[config.mk]
export PLATFORM = sky130hd
export DESIGN_NAME = prio_irq_ctrl
export DESIGN_NICKNAME = d
export VERILOG_FILES = /design/src/rtl/prio_irq_pkg.sv /design/src/rtl/prio_irq_route.sv /design/src/rtl/prio_irq_pick.sv /design/src/rtl/prio_irq_ctrl.sv
export SDC_FILE = /design/constraint.sdc
export NUM_CORES = 1
export LEC_CHECK = 0
export ABC_CLOCK_PERIOD_IN_PS = 4180
export BUFFER_PORTS_ARGS = -buffer_cell sky130_fd_sc_hd__buf_2
export CAP_MARGIN = 20
export CORE_MARGIN = 4
export CORE_UTILIZATION = 30
export CTS_BUF_LIST = sky130_fd_sc_hd__clkbuf_16
export DETAILED_ROUTE_END_ITERATION = 8
export SYNTH_ARGS = -nofsm -noshare
export SYNTH_HDL_FRONTEND = slang
export SYNTH_SLANG_ARGS = --single-unit
[constraint.sdc]
create_clock -name clk -period 4.18 [get_ports clk]
set_input_delay 0.836 -clock clk [delete_from_list [all_inputs] [get_ports clk]]
set_output_delay 0.836 -clock clk [all_outputs]
set_load 0.01 [all_outputs]
[src/rtl/prio_irq_pkg.sv]
package prio_irq_pkg;
    parameter int BANK_W = 32;
    parameter int CODE_W = 4;
    parameter int FIELDS_PER_WORD = BANK_W / CODE_W;
endpackage

[src/rtl/prio_irq_route.sv]
module prio_irq_route #(
    parameter int NUM_LINES = 64,
    parameter int LEVELS    = 7,
    parameter int CODE_W    = 4
) (
    input  logic [NUM_LINES*CODE_W-1:0]     codes,
    input  logic [NUM_LINES-1:0]            active,
    output logic [LEVELS-1:0][NUM_LINES-1:0] lvl_vec,
    output logic [LEVELS-1:0]               lvl_req
);
    for (genvar k = 0; k < LEVELS; k++) begin : g_lvl
        for (genvar n = 0; n < NUM_LINES; n++) begin : g_line
            assign lvl_vec[k][n] = active[n] &&
                (codes[n*CODE_W +: CODE_W] == CODE_W'(k));
        end
        assign lvl_req[k] = |lvl_vec[k];
    end
endmodule

[src/rtl/prio_irq_pick.sv]
module prio_irq_pick #(
    parameter int N     = 64,
    parameter int IDX_W = 6
) (
    input  logic [N-1:0]     vec,
    output logic             found,
    output logic [IDX_W-1:0] idx
);
    always_comb begin
        found = |vec;
        idx   = '0;
        for (int i = N - 1; i >= 0; i--) begin
            if (vec[i]) idx = IDX_W'(i);
        end
    end
endmodule

[src/rtl/prio_irq_ctrl.sv]
module prio_irq_ctrl
    import prio_irq_pkg::*;
#(
    parameter int  NUM_LINES = 64,
    parameter int  LEVELS    = 7,
    parameter int  CNT_W     = 16,
    localparam int NB        = NUM_LINES / BANK_W,
    localparam int NA        = NUM_LINES / FIELDS_PER_WORD,
    localparam int ADDR_W    = $clog2(3 * NB + NA),
    localparam int IDX_W     = $clog2(NUM_LINES),
    localparam int LVL_W     = $clog2(LEVELS + 1)
) (
    input  logic                 clk,
    input  logic                 rst_n,
    input  logic [NUM_LINES-1:0] irq_in,
    input  logic                 bus_we,
    input  logic [ADDR_W-1:0]    bus_addr,
    input  logic [BANK_W-1:0]    bus_wdata,
    output logic [BANK_W-1:0]    bus_rdata,
    output logic [LEVELS-1:0]    lvl_req,
    output logic                 wake_req,
    input  logic                 svc_req,
    input  logic [LVL_W-1:0]     svc_level,
    output logic                 svc_done,
    output logic [IDX_W-1:0]     svc_src,
    output logic                 svc_spurious,
    output logic [CNT_W-1:0]     spur_count
);
    localparam int STAT_BASE = 0;
    localparam int MASK_BASE = NB;
    localparam int WAKE_BASE = 2 * NB;
    localparam int ASGN_BASE = 3 * NB;

    typedef struct packed {
        logic [NB-1:0][BANK_W-1:0] status;
        logic [NB-1:0][BANK_W-1:0] mask;
        logic [NB-1:0][BANK_W-1:0] wake;
        logic [NA-1:0][BANK_W-1:0] asgn;
        logic                      done;
        logic                      spur;
        logic [IDX_W-1:0]          src;
        logic [CNT_W-1:0]          spur_cnt;
    } state_t;

    state_t s_d, s_q;

    logic [NUM_LINES-1:0]              active;
    logic [LEVELS-1:0][NUM_LINES-1:0]  lvl_vec;
    logic [NUM_LINES-1:0]              sel_vec;
    logic                              pick_found;
    logic [IDX_W-1:0]                  pick_idx;

    assign active = s_q.status & s_q.mask;

    prio_irq_route #(.NUM_LINES(NUM_LINES), .LEVELS(LEVELS), .CODE_W(CODE_W)) u_route (
        .codes   (s_q.asgn),
        .active  (active),
        .lvl_vec (lvl_vec),
        .lvl_req (lvl_req)
    );

    always_comb begin
        sel_vec = '0;
        for (int k = 0; k < LEVELS; k++) begin
            if (svc_level == LVL_W'(k)) sel_vec = lvl_vec[k];
        end
    end

    prio_irq_pick #(.N(NUM_LINES), .IDX_W(IDX_W)) u_pick (
        .vec   (sel_vec),
        .found (pick_found),
        .idx   (pick_idx)
    );

    always_comb begin
        s_d        = s_q;
        s_d.status = irq_in;
        s_d.done   = svc_req;
        s_d.spur   = 1'b0;
        s_d.src    = '0;
        if (svc_req) begin
            s_d.spur = !pick_found;
            s_d.src  = pick_found ? pick_idx : '0;
            if (!pick_found) s_d.spur_cnt = s_q.spur_cnt + 1'b1;
        end
        if (bus_we) begin
            for (int b = 0; b < NB; b++) begin
                if (bus_addr == ADDR_W'(MASK_BASE + b)) s_d.mask[b] = bus_wdata;
                if (bus_addr == ADDR_W'(WAKE_BASE + b)) s_d.wake[b] = bus_wdata;
            end
            for (int a = 0; a < NA; a++) begin
                if (bus_addr == ADDR_W'(ASGN_BASE + a)) s_d.asgn[a] = bus_wdata;
            end
        end
    end

    always_ff @(posedge clk or negedge rst_n) begin
        if (!rst_n) begin
            s_q      <= '0;
            s_q.asgn <= '1;
        end else begin
            s_q <= s_d;
        end
    end

    always_comb begin
        bus_rdata = '0;
        for (int b = 0; b < NB; b++) begin
            if (bus_addr == ADDR_W'(STAT_BASE + b)) bus_rdata = s_q.status[b];
            if (bus_addr == ADDR_W'(MASK_BASE + b)) bus_rdata = s_q.mask[b];
            if (bus_addr == ADDR_W'(WAKE_BASE + b)) bus_rdata = s_q.wake[b];
        end
        for (int a = 0; a < NA; a++) begin
            if (bus_addr == ADDR_W'(ASGN_BASE + a)) bus_rdata = s_q.asgn[a];
        end
    end

    assign wake_req     = |(s_q.status & s_q.wake);
    assign svc_done     = s_q.done;
    assign svc_src      = s_q.src;
    assign svc_spurious = s_q.spur;
    assign spur_count   = s_q.spur_cnt;
endmodule

# ---- Word level (Yosys, flattened, before mapping)
# Index checks and enable logic that the tools add are counted.
dict set report totals {
  output_inout_bits 64
  in_bits 107
  wordCells 1050
  register_bits 472
}
dict set report op_classes {
  n_mux 88
  n_reduce_logical 537
  bitwise 3
  eq_ne 403
  addsub 1
}
# op n
set ops {}
lappend ops {{4-bit by 3-bit == test with 1-bit output (second input constant)} 196}
lappend ops {{64-bit OR reduction} 9}
lappend ops {{4-bit by 2-bit == test with 1-bit output (second input constant)} 130}
lappend ops {{1-bit logical AND} 448}
lappend ops {{32-bit 2-to-1 mux} 14}
lappend ops {{64-bit 2-to-1 mux} 7}
lappend ops {{6-bit 2-to-1 mux} 65}
lappend ops {{4-bit by 1-bit == test with 1-bit output (second input constant)} 65}
lappend ops {{4-bit zero test} 65}
lappend ops {{64-bit bitwise AND} 2}
lappend ops {{2-bit AND reduction} 13}
lappend ops {{4-bit == test (second input constant)} 6}
lappend ops {{23-bit 2-to-1 mux} 1}
lappend ops {{16-bit by 1-bit adder with 16-bit output (second input constant)} 1}
lappend ops {{16-bit 2-to-1 mux} 1}
lappend ops {{3-bit == test (second input constant)} 3}
lappend ops {{3-bit by 2-bit == test with 1-bit output (second input constant)} 2}
lappend ops {{3-bit by 1-bit == test with 1-bit output (second input constant)} 1}
lappend ops {{3-bit zero test} 1}
lappend ops {{1-bit zero test} 1}
lappend ops {{1-bit inverter} 1}

# ---- Depth between registers and ports, before layout
dict set report logic_depth {
  depth_word 75
  ltp_mapped 15
  mapped_depth_nobuf 9
}

# ---- Cells and area by module
# From an unflattened synthesis, not the netlist that was laid out.
dict set report unflattened {
  cells_unflattened 3394
  hier_area_um2 32208.4
}
# module instances seq_area_each_um2 area_each_um2 cells_each
set modules_own_cells {}
lappend modules_own_cells {prio_irq_ctrl 1 12131.6 26253.9 2306}
lappend modules_own_cells {prio_irq_route 1 0.0 5067.4 943}
lappend modules_own_cells {prio_irq_pick 1 0.0 887.1 145}

# ---- Worst setup path before layout
# Ideal clock, no wire load.
dict set report synth_timing {
  path_kind {input port to output port}
  start {input bus_addr[1]}
  end {output bus_rdata[5]}
  arrival_ps 2704
  cell_stages 10
  slack_ps 640
  t_required_ps 3344
  path_buffers 4
  cell_sequence {clkbuf_1 -> nand2b_1 -> or3_1 -> clkbuf_1 -> clkbuf_1 -> buf_1 -> a21oi_1 -> a221oi_1 -> a21oi_1 -> nand4b_1}
}
dict set report synth_via {
  elab_chain_len 15
  word_cells_on_any_way 28
  cone_classes {13 x eq/ne; 14 x mux; 1 x reduce/logical}
}
# element line
set synth_lines {}
lappend synth_lines {{from (decl)} prio_irq_ctrl.sv:17} ;# input logic [ADDR_W-1:0] bus_addr,
lappend synth_lines {{4-bit zero test} prio_irq_ctrl.sv:109} ;# if (bus_addr == ADDR_W'(STAT_BASE + b)) bus_rdata = s_q.status[b];
lappend synth_lines {{32-bit 2-to-1 mux} prio_irq_ctrl.sv:109}
lappend synth_lines {{32-bit 2-to-1 mux} prio_irq_ctrl.sv:110} ;# if (bus_addr == ADDR_W'(MASK_BASE + b)) bus_rdata = s_q.mask[b];
lappend synth_lines {{32-bit 2-to-1 mux} prio_irq_ctrl.sv:111} ;# if (bus_addr == ADDR_W'(WAKE_BASE + b)) bus_rdata = s_q.wake[b];
lappend synth_lines {{32-bit 2-to-1 mux} prio_irq_ctrl.sv:109}
lappend synth_lines {{32-bit 2-to-1 mux} prio_irq_ctrl.sv:110}
lappend synth_lines {{32-bit 2-to-1 mux} prio_irq_ctrl.sv:111}
lappend synth_lines {{32-bit 2-to-1 mux (7 in a row)} prio_irq_ctrl.sv:114} ;# if (bus_addr == ADDR_W'(ASGN_BASE + a)) bus_rdata = s_q.asgn[a];
lappend synth_lines {{32-bit 2-to-1 mux (*)} prio_irq_ctrl.sv:114}
lappend synth_lines {{to (decl)} prio_irq_ctrl.sv:19} ;# output logic [BANK_W-1:0] bus_rdata,
# Every way passes the cells marked *; elsewhere a longest branch is shown, timed or not.

# ---- Worst setup path after layout
dict set report layout_timing {
  start {register s_q[27] (netlist name)}
  end {output lvl_req[4]}
}
dict set report layout_via {
  elab_chain_len 3
}
# element line
set layout_lines {}
lappend layout_lines {{from (decl)} prio_irq_ctrl.sv:45} ;# state_t s_d, s_q;
lappend layout_lines {{4-bit by 3-bit == test with 1-bit output} prio_irq_route.sv:14} ;# (codes[n*CODE_W +: CODE_W] == CODE_W'(k));
lappend layout_lines {{1-bit logical AND} prio_irq_route.sv:13} ;# assign lvl_vec[k][n] = active[n] &&
lappend layout_lines {{64-bit OR reduction} prio_irq_route.sv:16} ;# assign lvl_req[k] = |lvl_vec[k];
lappend layout_lines {{to (decl)} prio_irq_ctrl.sv:20} ;# output logic [LEVELS-1:0] lvl_req,
# Every way passes these cells.

==> qor.yml <==
finalCriticalPeriod_ps: 4359
grt_remaining_overflow: 0
cts_sinks: 472
crit_arrival_ps: 3520
hold_depth: 1
stdcell_area_mm2: 0.04007
grt_pass1_vias: 32233
clkTransAtPathRegs_ps: 60
rr_worst_depth: 11
setup_viol: 3
crit_family: "simple AND/OR/NAND/NOR gates"
finalHoldViolCount: 0
worst_pin_slew_ps: 1274
antenna_found_initial: 15
gp_congestion: 1.065
seq_area_frac_synth: 0.3911
htree_levels: 2
synth_nets: 3353
insertion_delay_ps: 670
critPathLaunchType: "flop"
yosys.area.top_type_share: 0.2169
crit_type: "flop to output pin"
dr.pass1.iters: 8
syn-instance-count: 3245
drive_above_1_share: 0.4458
violations: "negative setup slack"
fmax_mhz: 229.4
synth_seq_cells: 472
max-vdd-ir-drop_mv: 0.4687
hp-start: "irq_in[1]"
cts_buffer_depth: 3
grt.total_usage: 0.4131
worst_path_largest_cell_delay_ps: 560
nets: 3861
p_leak_nw: 16.36
yosysTopAreaCell: "dfstp_2"
drc: 0
crit_chain: "nand4b_1 > nor3_1 > a21oi_1 > nand4_1 > nor3_1 > buf_4 > nand4_1 > or4_4 > buf_6"
placement_rows: 117
placed_cells: 5009
ant_nets: 0
rr_endpoint: "svc_src[0]"
grt_pass1_wl_um: 302300
synth_area_per_cell_um2: 9.558
pre_cts_ws_ps: -384.5
wirelength_um: 230700
max_cap_viol_count: 0
dp_hpwl_um: 187600
clock_skew_ps: 45.92
postSynth.asyncResetShare: 1.000
yosysWarnings: 0
root_buffer: "clkbuf_16"
drv_slew: 0
synth_cell_type_count: 95
wl_per_cell_um: 44.57
io-pin-count: 171
cellPowerDensity_mw_per_mm2: 498.1
drt_iter0_markers: 5518
cts_buffers: 53
critPathSlowestCell: "dfstp_2"
path_buf_inv: 2
fin_cells: 5176
holdPathEnd: "s_q[409]"
placed_area_mm2: 0.03676
grt_max_degree: 93
setup_slack_ps: -178.8
die_h_um: 329.5
status: "complete, but fails checks"
synth_edf_count: 0
tritoncts: "yes"
yosys-top-cells-area: "dfstp_2 22%, dfrtp_1 17%, mux2_2 14%"
vias: 34466
ys.flop_type: "dfstp_2"
rsz0062_at_grt: "true"
synth.most_common_cell: "mux2_2"
synth_commonest_cells: "386 x mux2_2, 256 x dfstp_2, 237 x nor2_1"
fin_crit_sh: 1.043
r2r_setup_slack_ps: 220
path_max_fanout: 5
die_x_um: 329.5
p_total_w: 0.01996
netlist_area_mm2: 0.03102
drt-vias-per-instance: 6.659
cp.required_ps: 3340
r2r_start: "s_q[232]"
endpoint_kind: "output pin"
start_util: 0.3036
syn_to_final_growth_pct: 29.18
die-area_mm2: 0.1086
io_buffer_count: 170
hold_path.class: "input port to flop"
maxSlewHeadroom: 0.1388
design.core.area_mm2: 0.1022
[flip-flops by register name, indices dropped and copies added, names as in the netlist]
name and cells:
s_q 448, spur_count 16, svc_done 1, svc_spurious 1, svc_src 6
[cell usage in the layout (no fill, tap or decap), types with 51 or more instances in the layout]
cell	netlist	layout
a21oi_1	147	144
a221oi_1	63	60
a22oi_1	91	88
a31oi_1	52	51
buf_2	25	166
buf_4	36	536
clkbuf_16	0	54
dfrtp_1	216	203
dfstp_2	256	254
inv_1	43	53
mux2_2	386	386
nand2_1	198	179
nand3_1	104	89
nand4_1	55	55
nor2_1	237	223
nor3_1	139	123
nor4_1	72	57
xor2_1	67	67
[layout make-up]
cell class / count / area, um^2
antenna: 10 / 25.02
timing repair buffer: 757 / 5816
fill: 10435 / 62110
clock buffer: 54 / 1351
inverter: 44 / 165.2
multi-input combinational: 2425 / 18460
tap: 1368 / 1712
clock inverter: 46 / 380.4
sequential: 472 / 12160
[cell families (layout without fill, tap and decap cells)]
logic type	Yosys count	after routing	synth area share
AO/OA/AOI/OAI	713	713	0.1681
XOR/XNOR	96	96	0.02711
adder cells (fa/ha/maj)	1	1	0.0004033
buffers and inverters	348	901	0.04917
flip-flops	472	472	0.3911
multiplexers	393	393	0.1424
other	0	10	0
AND/OR/NAND/NOR	1222	1222	0.2217
[stage by stage]
stage,hold WS [ps],utilization,setup TNS [ps]
global route,245.9,0.3919,-390.5
global placement,473.6,0.3595,-3427
finish,262.2,0.3921,-332.8
CTS,229.8,0.3855,-116.7
floorplan,442.8,-,0
detailed placement,477.6,0.3597,-2929
[metal layers]
metal  global-route usage  wire [um]
met4               0.2725      20600
met2               0.5979      93670
met5                    0         82
met3               0.1341      28870
met1               0.5257      87480
[timing repair]
action / CTS / global route
endpoints found under the setup margin: 7 / 11
resized for setup: 147 / 78
hold buffers: 0 / 0
endpoints found under the hold margin: 0 / 0
setup buffers: 32 / 32
pin swaps: 44 / 33
[report_power, final]
group          internal (W)  switching (W)
clock network       0.00266        0.00209
logic               0.00288        0.00437
registers           0.00596        0.00200
total                0.0115        0.00846
[how the worst max path moves through the flow]
stage / startpoint / endpoint / slack, ps / cells after the start
3_3_place_gp: s_q[115] / lvl_req[4] / -380 / 10
3_5_place_dp: s_q[115] / lvl_req[4] / -380 / 11
4_1_cts: s_q[180] / lvl_req[4] / -100 / 11
6_report: s_q[27] / lvl_req[4] / -180 / 9
2_1_floorplan: bus_addr[1] / bus_rdata[5] / 640 / 10
5_1_grt: s_q[87] / lvl_req[4] / -170 / 10
(Power assumes the default switching activity.)
